## src/rtl/sw_slot_pkg.sv

```systemverilog
package sw_slot_pkg;
  localparam int unsigned TW = 16;

  typedef enum logic [1:0] {
    OP_RESET = 2'b00,
    OP_WRITE = 2'b01,
    OP_READ  = 2'b10
  } sw_op_e;

  typedef struct packed {
    logic [TW-1:0] rst_low;   // includes fall-time stretch
    logic [TW-1:0] rst_high;
    logic [TW-1:0] msp;
    logic [TW-1:0] w0_low;
    logic [TW-1:0] w1_low;
    logic [TW-1:0] rd_samp;
    logic [TW-1:0] slot;
    logic [TW-1:0] rec;
  } sw_tim_t;
endpackage

```

## src/rtl/sw_tim_sel.sv

```systemverilog
module sw_tim_sel
  import sw_slot_pkg::*;
#(
  parameter int unsigned FALL_EXT    = 4,
  parameter int unsigned RST_LOW_STD = 480,
  parameter int unsigned RST_HI_STD  = 480,
  parameter int unsigned MSP_STD     = 70,
  parameter int unsigned W0_LOW_STD  = 60,
  parameter int unsigned W1_LOW_STD  = 6,
  parameter int unsigned RD_SAMP_STD = 15,
  parameter int unsigned SLOT_STD    = 70,
  parameter int unsigned REC_STD     = 5,
  parameter int unsigned RST_LOW_OD  = 70,
  parameter int unsigned RST_HI_OD   = 48,
  parameter int unsigned MSP_OD      = 8,
  parameter int unsigned W0_LOW_OD   = 8,
  parameter int unsigned W1_LOW_OD   = 1,
  parameter int unsigned RD_SAMP_OD  = 4,
  parameter int unsigned SLOT_OD     = 10,
  parameter int unsigned REC_OD      = 2
) (
  input  logic    od_i,
  output sw_tim_t tim_o
);
  localparam sw_tim_t TIM_STD = '{
    rst_low: TW'(RST_LOW_STD + FALL_EXT), rst_high: TW'(RST_HI_STD),
    msp: TW'(MSP_STD), w0_low: TW'(W0_LOW_STD), w1_low: TW'(W1_LOW_STD),
    rd_samp: TW'(RD_SAMP_STD), slot: TW'(SLOT_STD), rec: TW'(REC_STD)};
  localparam sw_tim_t TIM_OD = '{
    rst_low: TW'(RST_LOW_OD + FALL_EXT), rst_high: TW'(RST_HI_OD),
    msp: TW'(MSP_OD), w0_low: TW'(W0_LOW_OD), w1_low: TW'(W1_LOW_OD),
    rd_samp: TW'(RD_SAMP_OD), slot: TW'(SLOT_OD), rec: TW'(REC_OD)};

  assign tim_o = od_i ? TIM_OD : TIM_STD;
endmodule

```

## src/rtl/sw_sync.sv

```systemverilog
module sw_sync #(
  parameter int unsigned STAGES = 2
) (
  input  logic clk_i,
  input  logic rst_ni,
  input  logic d_i,
  output logic q_o
);
  logic [STAGES-1:0] sr_q;

  always_ff @(posedge clk_i or negedge rst_ni) begin
    if (!rst_ni) sr_q <= '1;  // idle bus is high
    else         sr_q <= {sr_q[STAGES-2:0], d_i};
  end

  assign q_o = sr_q[STAGES-1];
endmodule

```

## src/rtl/sw_slot_fsm.sv

```systemverilog
module sw_slot_fsm
  import sw_slot_pkg::*;
(
  input  logic       clk_i,
  input  logic       rst_ni,
  input  logic       cmd_valid_i,
  input  logic [1:0] op_i,
  input  logic       wr_bit_i,
  input  sw_tim_t    tim_i,
  input  logic       line_s_i,
  output logic       cmd_ready_o,
  output logic       pd_o,
  output logic       presence_o,
  output logic       rd_bit_o,
  output logic       done_o
);
  logic          busy_q, pd_q, pres_q, rdb_q, done_q, bit_q;
  sw_op_e        op_q;
  sw_tim_t       tim_q;
  logic [TW-1:0] cnt_q, cnt_nxt, low_len, samp_pt, end_pt;
  logic          accept;

  assign accept  = cmd_valid_i && !busy_q;
  assign cnt_nxt = cnt_q + 1'b1;

  always_comb begin
    unique case (op_q)
      OP_RESET: begin
        low_len = tim_q.rst_low;
        samp_pt = tim_q.rst_low + tim_q.msp;
        end_pt  = tim_q.rst_low + tim_q.rst_high;
      end
      OP_WRITE: begin
        low_len = bit_q ? tim_q.w1_low : tim_q.w0_low;
        samp_pt = '1;
        end_pt  = tim_q.slot + tim_q.rec;
      end
      default: begin
        low_len = tim_q.w1_low;
        samp_pt = tim_q.rd_samp;
        end_pt  = tim_q.slot + tim_q.rec;
      end
    endcase
  end

  always_ff @(posedge clk_i or negedge rst_ni) begin
    if (!rst_ni) begin
      busy_q <= 1'b0;
      pd_q   <= 1'b0;
      pres_q <= 1'b0;
      rdb_q  <= 1'b1;
      done_q <= 1'b0;
      bit_q  <= 1'b0;
      op_q   <= OP_RESET;
      tim_q  <= '0;
      cnt_q  <= '0;
    end else begin
      done_q <= 1'b0;
      if (!busy_q) begin
        if (accept) begin
          busy_q <= 1'b1;
          op_q   <= op_i[1] ? OP_READ : sw_op_e'(op_i);
          bit_q  <= wr_bit_i;
          tim_q  <= tim_i;
          cnt_q  <= '0;
          pd_q   <= 1'b1;  // every operation opens with a low
        end
      end else begin
        cnt_q <= cnt_nxt;
        pd_q  <= cnt_nxt < low_len;
        if (cnt_q == samp_pt) begin
          if (op_q == OP_RESET)     pres_q <= !line_s_i;
          else if (op_q == OP_READ) rdb_q  <= line_s_i;
        end
        if (cnt_nxt == end_pt) begin
          busy_q <= 1'b0;
          done_q <= 1'b1;
          pd_q   <= 1'b0;
        end
      end
    end
  end

  assign cmd_ready_o = !busy_q;
  assign pd_o        = pd_q;
  assign presence_o  = pres_q;
  assign rd_bit_o    = rdb_q;
  assign done_o      = done_q;


  pd_busy_chk: assert property (@(posedge clk_i) disable iff (!rst_ni)
    pd_o |-> !cmd_ready_o);

  done_pulse_chk: assert property (@(posedge clk_i) disable iff (!rst_ni)
    done_o |=> !done_o);

  done_ready_chk: assert property (@(posedge clk_i) disable iff (!rst_ni)
    done_o |-> cmd_ready_o);

  accept_pd_chk: assert property (@(posedge clk_i) disable iff (!rst_ni)
    (cmd_valid_i && cmd_ready_o) |=> pd_o);

  pres_hold_chk: assert property (@(posedge clk_i) disable iff (!rst_ni)
    (cmd_ready_o || op_q != OP_RESET) |=> $stable(presence_o));
endmodule

```

## src/rtl/sw_slot_master.sv

```systemverilog
module sw_slot_master
  import sw_slot_pkg::*;
#(
  parameter int unsigned SYNC_STAGES = 2,
  parameter int unsigned FALL_EXT    = 4,
  parameter int unsigned RST_LOW_STD = 480,
  parameter int unsigned RST_HI_STD  = 480,
  parameter int unsigned MSP_STD     = 70,
  parameter int unsigned W0_LOW_STD  = 60,
  parameter int unsigned W1_LOW_STD  = 6,
  parameter int unsigned RD_SAMP_STD = 15,
  parameter int unsigned SLOT_STD    = 70,
  parameter int unsigned REC_STD     = 5,
  parameter int unsigned RST_LOW_OD  = 70,
  parameter int unsigned RST_HI_OD   = 48,
  parameter int unsigned MSP_OD      = 8,
  parameter int unsigned W0_LOW_OD   = 8,
  parameter int unsigned W1_LOW_OD   = 1,
  parameter int unsigned RD_SAMP_OD  = 4,
  parameter int unsigned SLOT_OD     = 10,
  parameter int unsigned REC_OD      = 2
) (
  input  logic       clk_i,
  input  logic       rst_ni,
  input  logic       cmd_valid_i,
  output logic       cmd_ready_o,
  input  logic [1:0] op_i,
  input  logic       wr_bit_i,
  input  logic       od_i,
  input  logic       line_i,
  output logic       pd_o,
  output logic       presence_o,
  output logic       rd_bit_o,
  output logic       done_o
);
  sw_tim_t tim;
  logic    line_s;

  sw_tim_sel #(
    .FALL_EXT(FALL_EXT), .RST_LOW_STD(RST_LOW_STD), .RST_HI_STD(RST_HI_STD),
    .MSP_STD(MSP_STD), .W0_LOW_STD(W0_LOW_STD), .W1_LOW_STD(W1_LOW_STD),
    .RD_SAMP_STD(RD_SAMP_STD), .SLOT_STD(SLOT_STD), .REC_STD(REC_STD),
    .RST_LOW_OD(RST_LOW_OD), .RST_HI_OD(RST_HI_OD), .MSP_OD(MSP_OD),
    .W0_LOW_OD(W0_LOW_OD), .W1_LOW_OD(W1_LOW_OD), .RD_SAMP_OD(RD_SAMP_OD),
    .SLOT_OD(SLOT_OD), .REC_OD(REC_OD)
  ) u_tim (
    .od_i (od_i),
    .tim_o(tim)
  );

  sw_sync #(.STAGES(SYNC_STAGES)) u_sync (
    .clk_i (clk_i),
    .rst_ni(rst_ni),
    .d_i   (line_i),
    .q_o   (line_s)
  );

  sw_slot_fsm u_fsm (
    .clk_i      (clk_i),
    .rst_ni     (rst_ni),
    .cmd_valid_i(cmd_valid_i),
    .op_i       (op_i),
    .wr_bit_i   (wr_bit_i),
    .tim_i      (tim),
    .line_s_i   (line_s),
    .cmd_ready_o(cmd_ready_o),
    .pd_o       (pd_o),
    .presence_o (presence_o),
    .rd_bit_o   (rd_bit_o),
    .done_o     (done_o)
  );
endmodule

```

## config.mk

```make
export PLATFORM = sky130hd
export DESIGN_NAME = sw_slot_master
export DESIGN_NICKNAME = d
export VERILOG_FILES = /design/src/rtl/sw_slot_pkg.sv /design/src/rtl/sw_tim_sel.sv /design/src/rtl/sw_sync.sv /design/src/rtl/sw_slot_fsm.sv /design/src/rtl/sw_slot_master.sv
export SDC_FILE = /design/constraint.sdc
export NUM_CORES = 1
export LEC_CHECK = 0
export BUFFER_PORTS_ARGS = -buffer_cell sky130_fd_sc_hd__buf_2
export CORE_MARGIN = 3
export CORE_UTILIZATION = 45
export CTS_CLUSTER_SIZE = 12
export DETAILED_ROUTE_END_ITERATION = 8
export PLACE_DENSITY_LB_ADDON = 0.2
export SYNTH_ARGS = -nofsm -noshare
export SYNTH_HDL_FRONTEND = slang
export SYNTH_SLANG_ARGS = --single-unit
export TNS_END_PERCENT = 5
```

## constraint.sdc

```tcl
create_clock -name clk_i -period 2.95 [get_ports clk_i]
set_clock_uncertainty 0.2 [all_clocks]
set_input_delay 0.4425 -clock clk_i [delete_from_list [all_inputs] [get_ports clk_i]]
set_output_delay 0.4425 -clock clk_i [all_outputs]
set_load 0.01 [all_outputs]
```

==> run_results.csv <==
group,metric,value,unit
outcome,outcome,"complete, but fails checks",
outcome,violations,"negative hold slack",
sta,fmax,0.352,GHz
critical_path,worst-path-max-fanout,3,
global_routing,track_usage,20.9,%
synthesis,yosysTopAreaCell,"dfrtp_1",
floorplanning,ios,13,
floorplanning,die_y,77.4,µm
sta,maxSlewViolCount,0,
sta,timing.slew.headroom,55.4,%
power,vdd_drop_max,0.500,mV
sta,fin_crit,2.84,ns
cts,cts_tree,"done",
sta,whs,-0.0196,ns
synthesis,async_reset_ff_share,100,%
power,p_switching,1.13,mW
final_layout,fin_nets,311,
critical_path,start_kind,"register",
job,maxCapViolCount,0,
power,powerDensity,993,nW/µm²
floorplanning,rows,25,
cts,path_clk_slew,0.07,ns
cts,cts_sinks,29,
synthesis,syn_avg_cell_area,8.59,µm²
final_layout,area_growth,14.5,%
floorplanning,initial_utilization,47.6,%
route,drcViolationCount,0,
floorplanning,dieArea,5990,µm²
worst_hold_path,hp-class,"in2async",
critical_path,regToRegEndpoint,"u_fsm.busy_q",
global_routing,grt_max_degree,30,
power,comb_power_share,58.6,%
final_layout,stdcell_count,357,
placement,place_hpwl,4.25,mm
power,switching_share,43.4,%
synthesis,ys_top_cells_by_area,"dfrtp_1, ha_1, xnor2_1",
critical_path,cp-startpoint,"u_fsm.cnt_q[1]",
placement,gp_congestion,0.894,
placement,portBuffers,12,
route,ant_nets,0,
synthesis,syn_nets,289,
route,detail_route.vias_per_cell,5.57,
sta,worst_pin_slew,0.669,ns
global_routing,antenna_found_initial,0,
floorplanning,die_w,77.4,µm
critical_path,end_kind,"register",
sta,setup_viol,0,
synthesis,synth_area,2290,µm²
route,dr.first_iter.drc_count,141,
synthesis,synth_warnings,0,
final_layout,fillers,474,
critical_path,worstSetupPathType,"reg2reg",
global_routing,grt_pass1_wl,9.85,mm
sta,fin_crit_sh,96.2,%
critical_path,crit_arrival,2.81,ns
power,seqPwrFrac,28.6,%
sta,setup_ws,0.112,ns
final_layout,final_cell_mix,"nand2_1, o21ai_0, dfrtp_1, buf_4, xnor2_1",
critical_path,r2r_start,"u_fsm.cnt_q[1]",
route,routed_wl,5.66,mm
sta,tns,0,ns
cts,htree_levels,2,
final_layout,final_core_util,54.5,%
synthesis,ys_ff_latch,29,
synthesis,yosysSeqAreaShare,31.8,%
placement,pre_cts_slack,-0.0424,ns
synthesis,syn_inst,267,
critical_path,critPathCapture,"u_fsm.busy_q",
final_layout,final_common_cell,"nand2_1",
critical_path,rrSetupSlack,0.11,ns
sta,hold_viol,26,
cts,cts_root_buffer,"clkbuf_8",
critical_path,r2r_cells,10,
critical_path,cp.required,2.92,ns
power,leakagePower,1.13,nW
synthesis,synth-edff-count,0,
route,wire_per_inst,15.9,µm
global_routing,grt_pass1_vias,1956,
route,dr.pass1.iters,4,
final_layout,antenna_cells,0,
final_layout,final_layout_size_suffix_gt1_share,20.7,%
synthesis,synthFlopType,"dfrtp_1",
route,vias,1988,
floorplanning,core,4820,µm²
synthesis,synth_top_cell_area_share,28.4,%
synthesis,synth.distinct_cells,50,
cts,cts_buffers,5,
cts,clk-insertion-delay-late,0.29,ns
power,p_int,1.48,mW
placement,dp.cells,348,
cts,ctsLongestPathBuffers,2,
global_routing,grt_overflow_total,0,
power,clkPwrFrac,12.8,%
## worst min-delay path by stage
stage	from	to	slack [ns]	depth (start not counted)
floorplan	rst_ni	u_fsm.bit_q	-0.05	0
global placement	u_sync.sr_q[0]	u_sync.sr_q[1]	0.15	0
detailed placement	u_sync.sr_q[0]	u_sync.sr_q[1]	0.15	0
CTS	rst_ni	u_fsm.tim_q[101]	0.008	1
global route	rst_ni	u_fsm.cnt_q[6]	0.04	1
finish	rst_ni	u_fsm.cnt_q[6]	-0.02	1
## state kept, by name, indices dropped and copies added (netlist names)
name,flops
u_fsm.op_q,2
u_fsm.bit_q,1
u_fsm.busy_q,1
u_fsm.cnt_q,16
u_fsm.tim_q,3
u_fsm.rd_bit_o,1
u_fsm.done_o,1
u_fsm.presence_o,1
u_fsm.pd_o,1
u_sync.sr_q,2
## power by group through the flow
| stage | Combinational, mW | Clock (mW) | Sequential [mW] |
|---|---|---|---|
| finish | 1.53 | 0.333 | 0.745 |
| global route | 1.72 | 0.358 | 0.773 |
| CTS | 1.50 | 0.342 | 0.725 |
| detailed placement | 1.49 | 0 | 0.731 |
| global placement | 1.48 | 0 | 0.727 |
| floorplan | 1.20 | 0 | 0.608 |
## area by class of cell
class,instances,area (µm²),area share (%)
Inverter,11,41.3,1.57
Timing Repair Buffer,34,225,8.58
Multi-Input combinational cell,208,1450,55.4
Clock inverter,3,17.5,0.668
Sequential cell,29,733,27.9
Clock buffer,5,68.8,2.62
Tap cell,67,83.8,3.20
## cell families (layout without fill, tap and decap cells)
| group | Yosys count | count (layout) | share of synthesized area, % |
|---|---|---|---|
| compound gates | 56 | 56 | 15.6 |
| xor+xnor | 28 | 28 | 13.2 |
| fa+ha+maj | 14 | 14 | 7.64 |
| buf+inv | 30 | 53 | 5.95 |
| flops | 29 | 29 | 31.8 |
| mux | 6 | 6 | 2.78 |
| simple gates | 104 | 104 | 23.0 |
## synth_stat cells, types with 4 or more instances
cell type,n
nor3_1,5
nor2_1,17
a21o_1,4
nand3_1,11
nor2b_1,4
buf_2,7
clkbuf_1,10
or3_1,4
nand2_1,35
nand4_1,4
o22ai_1,5
inv_1,11
xor2_1,7
ha_1,14
a21oi_1,4
xnor2_1,17
dfrtp_1,26
o21ai_0,25
## through the flow
stage	power, mW	cell area (µm²)
4_1_cts	2.57	2590
2_1_floorplan	1.80	2290
3_3_place_gp	2.20	2500
6_report	2.61	2620
3_5_place_dp	2.22	2500
5_1_grt	2.85	2620
## repair_timing
action / 4_1_cts / 5_1_grt
gates resized for setup: 1 / 7
endpoints found under the setup margin: 1 / 3
hold buffers: 0 / 0
pin swaps: 0 / 4
setup buffers: 0 / 1
## metal layers
layer	part of all wire [%]	vias up	global-route usage, %	routed length, µm
li1	-	990	-	-
met1	48	947	29.3	2700
met2	46	43	32.4	2580
met3	5.0	8	3.94	284
met4	1.7	0	6.76	96
met5	0	-	0	0
## worst max-delay path, stage by stage, from the launching register on
cell       delay, ns
dfrtp_1         0.40
ha_4            0.17
nand3_2         0.09
nor2_2          0.14
nand3_1         0.10
xnor2_1         0.17
ha_1            0.32
nand2_1         0.05
or4_4           0.51
or4_4           0.43
a2bb2oi_1       0.14
Note: power is estimated with default switching activity, not from simulation.
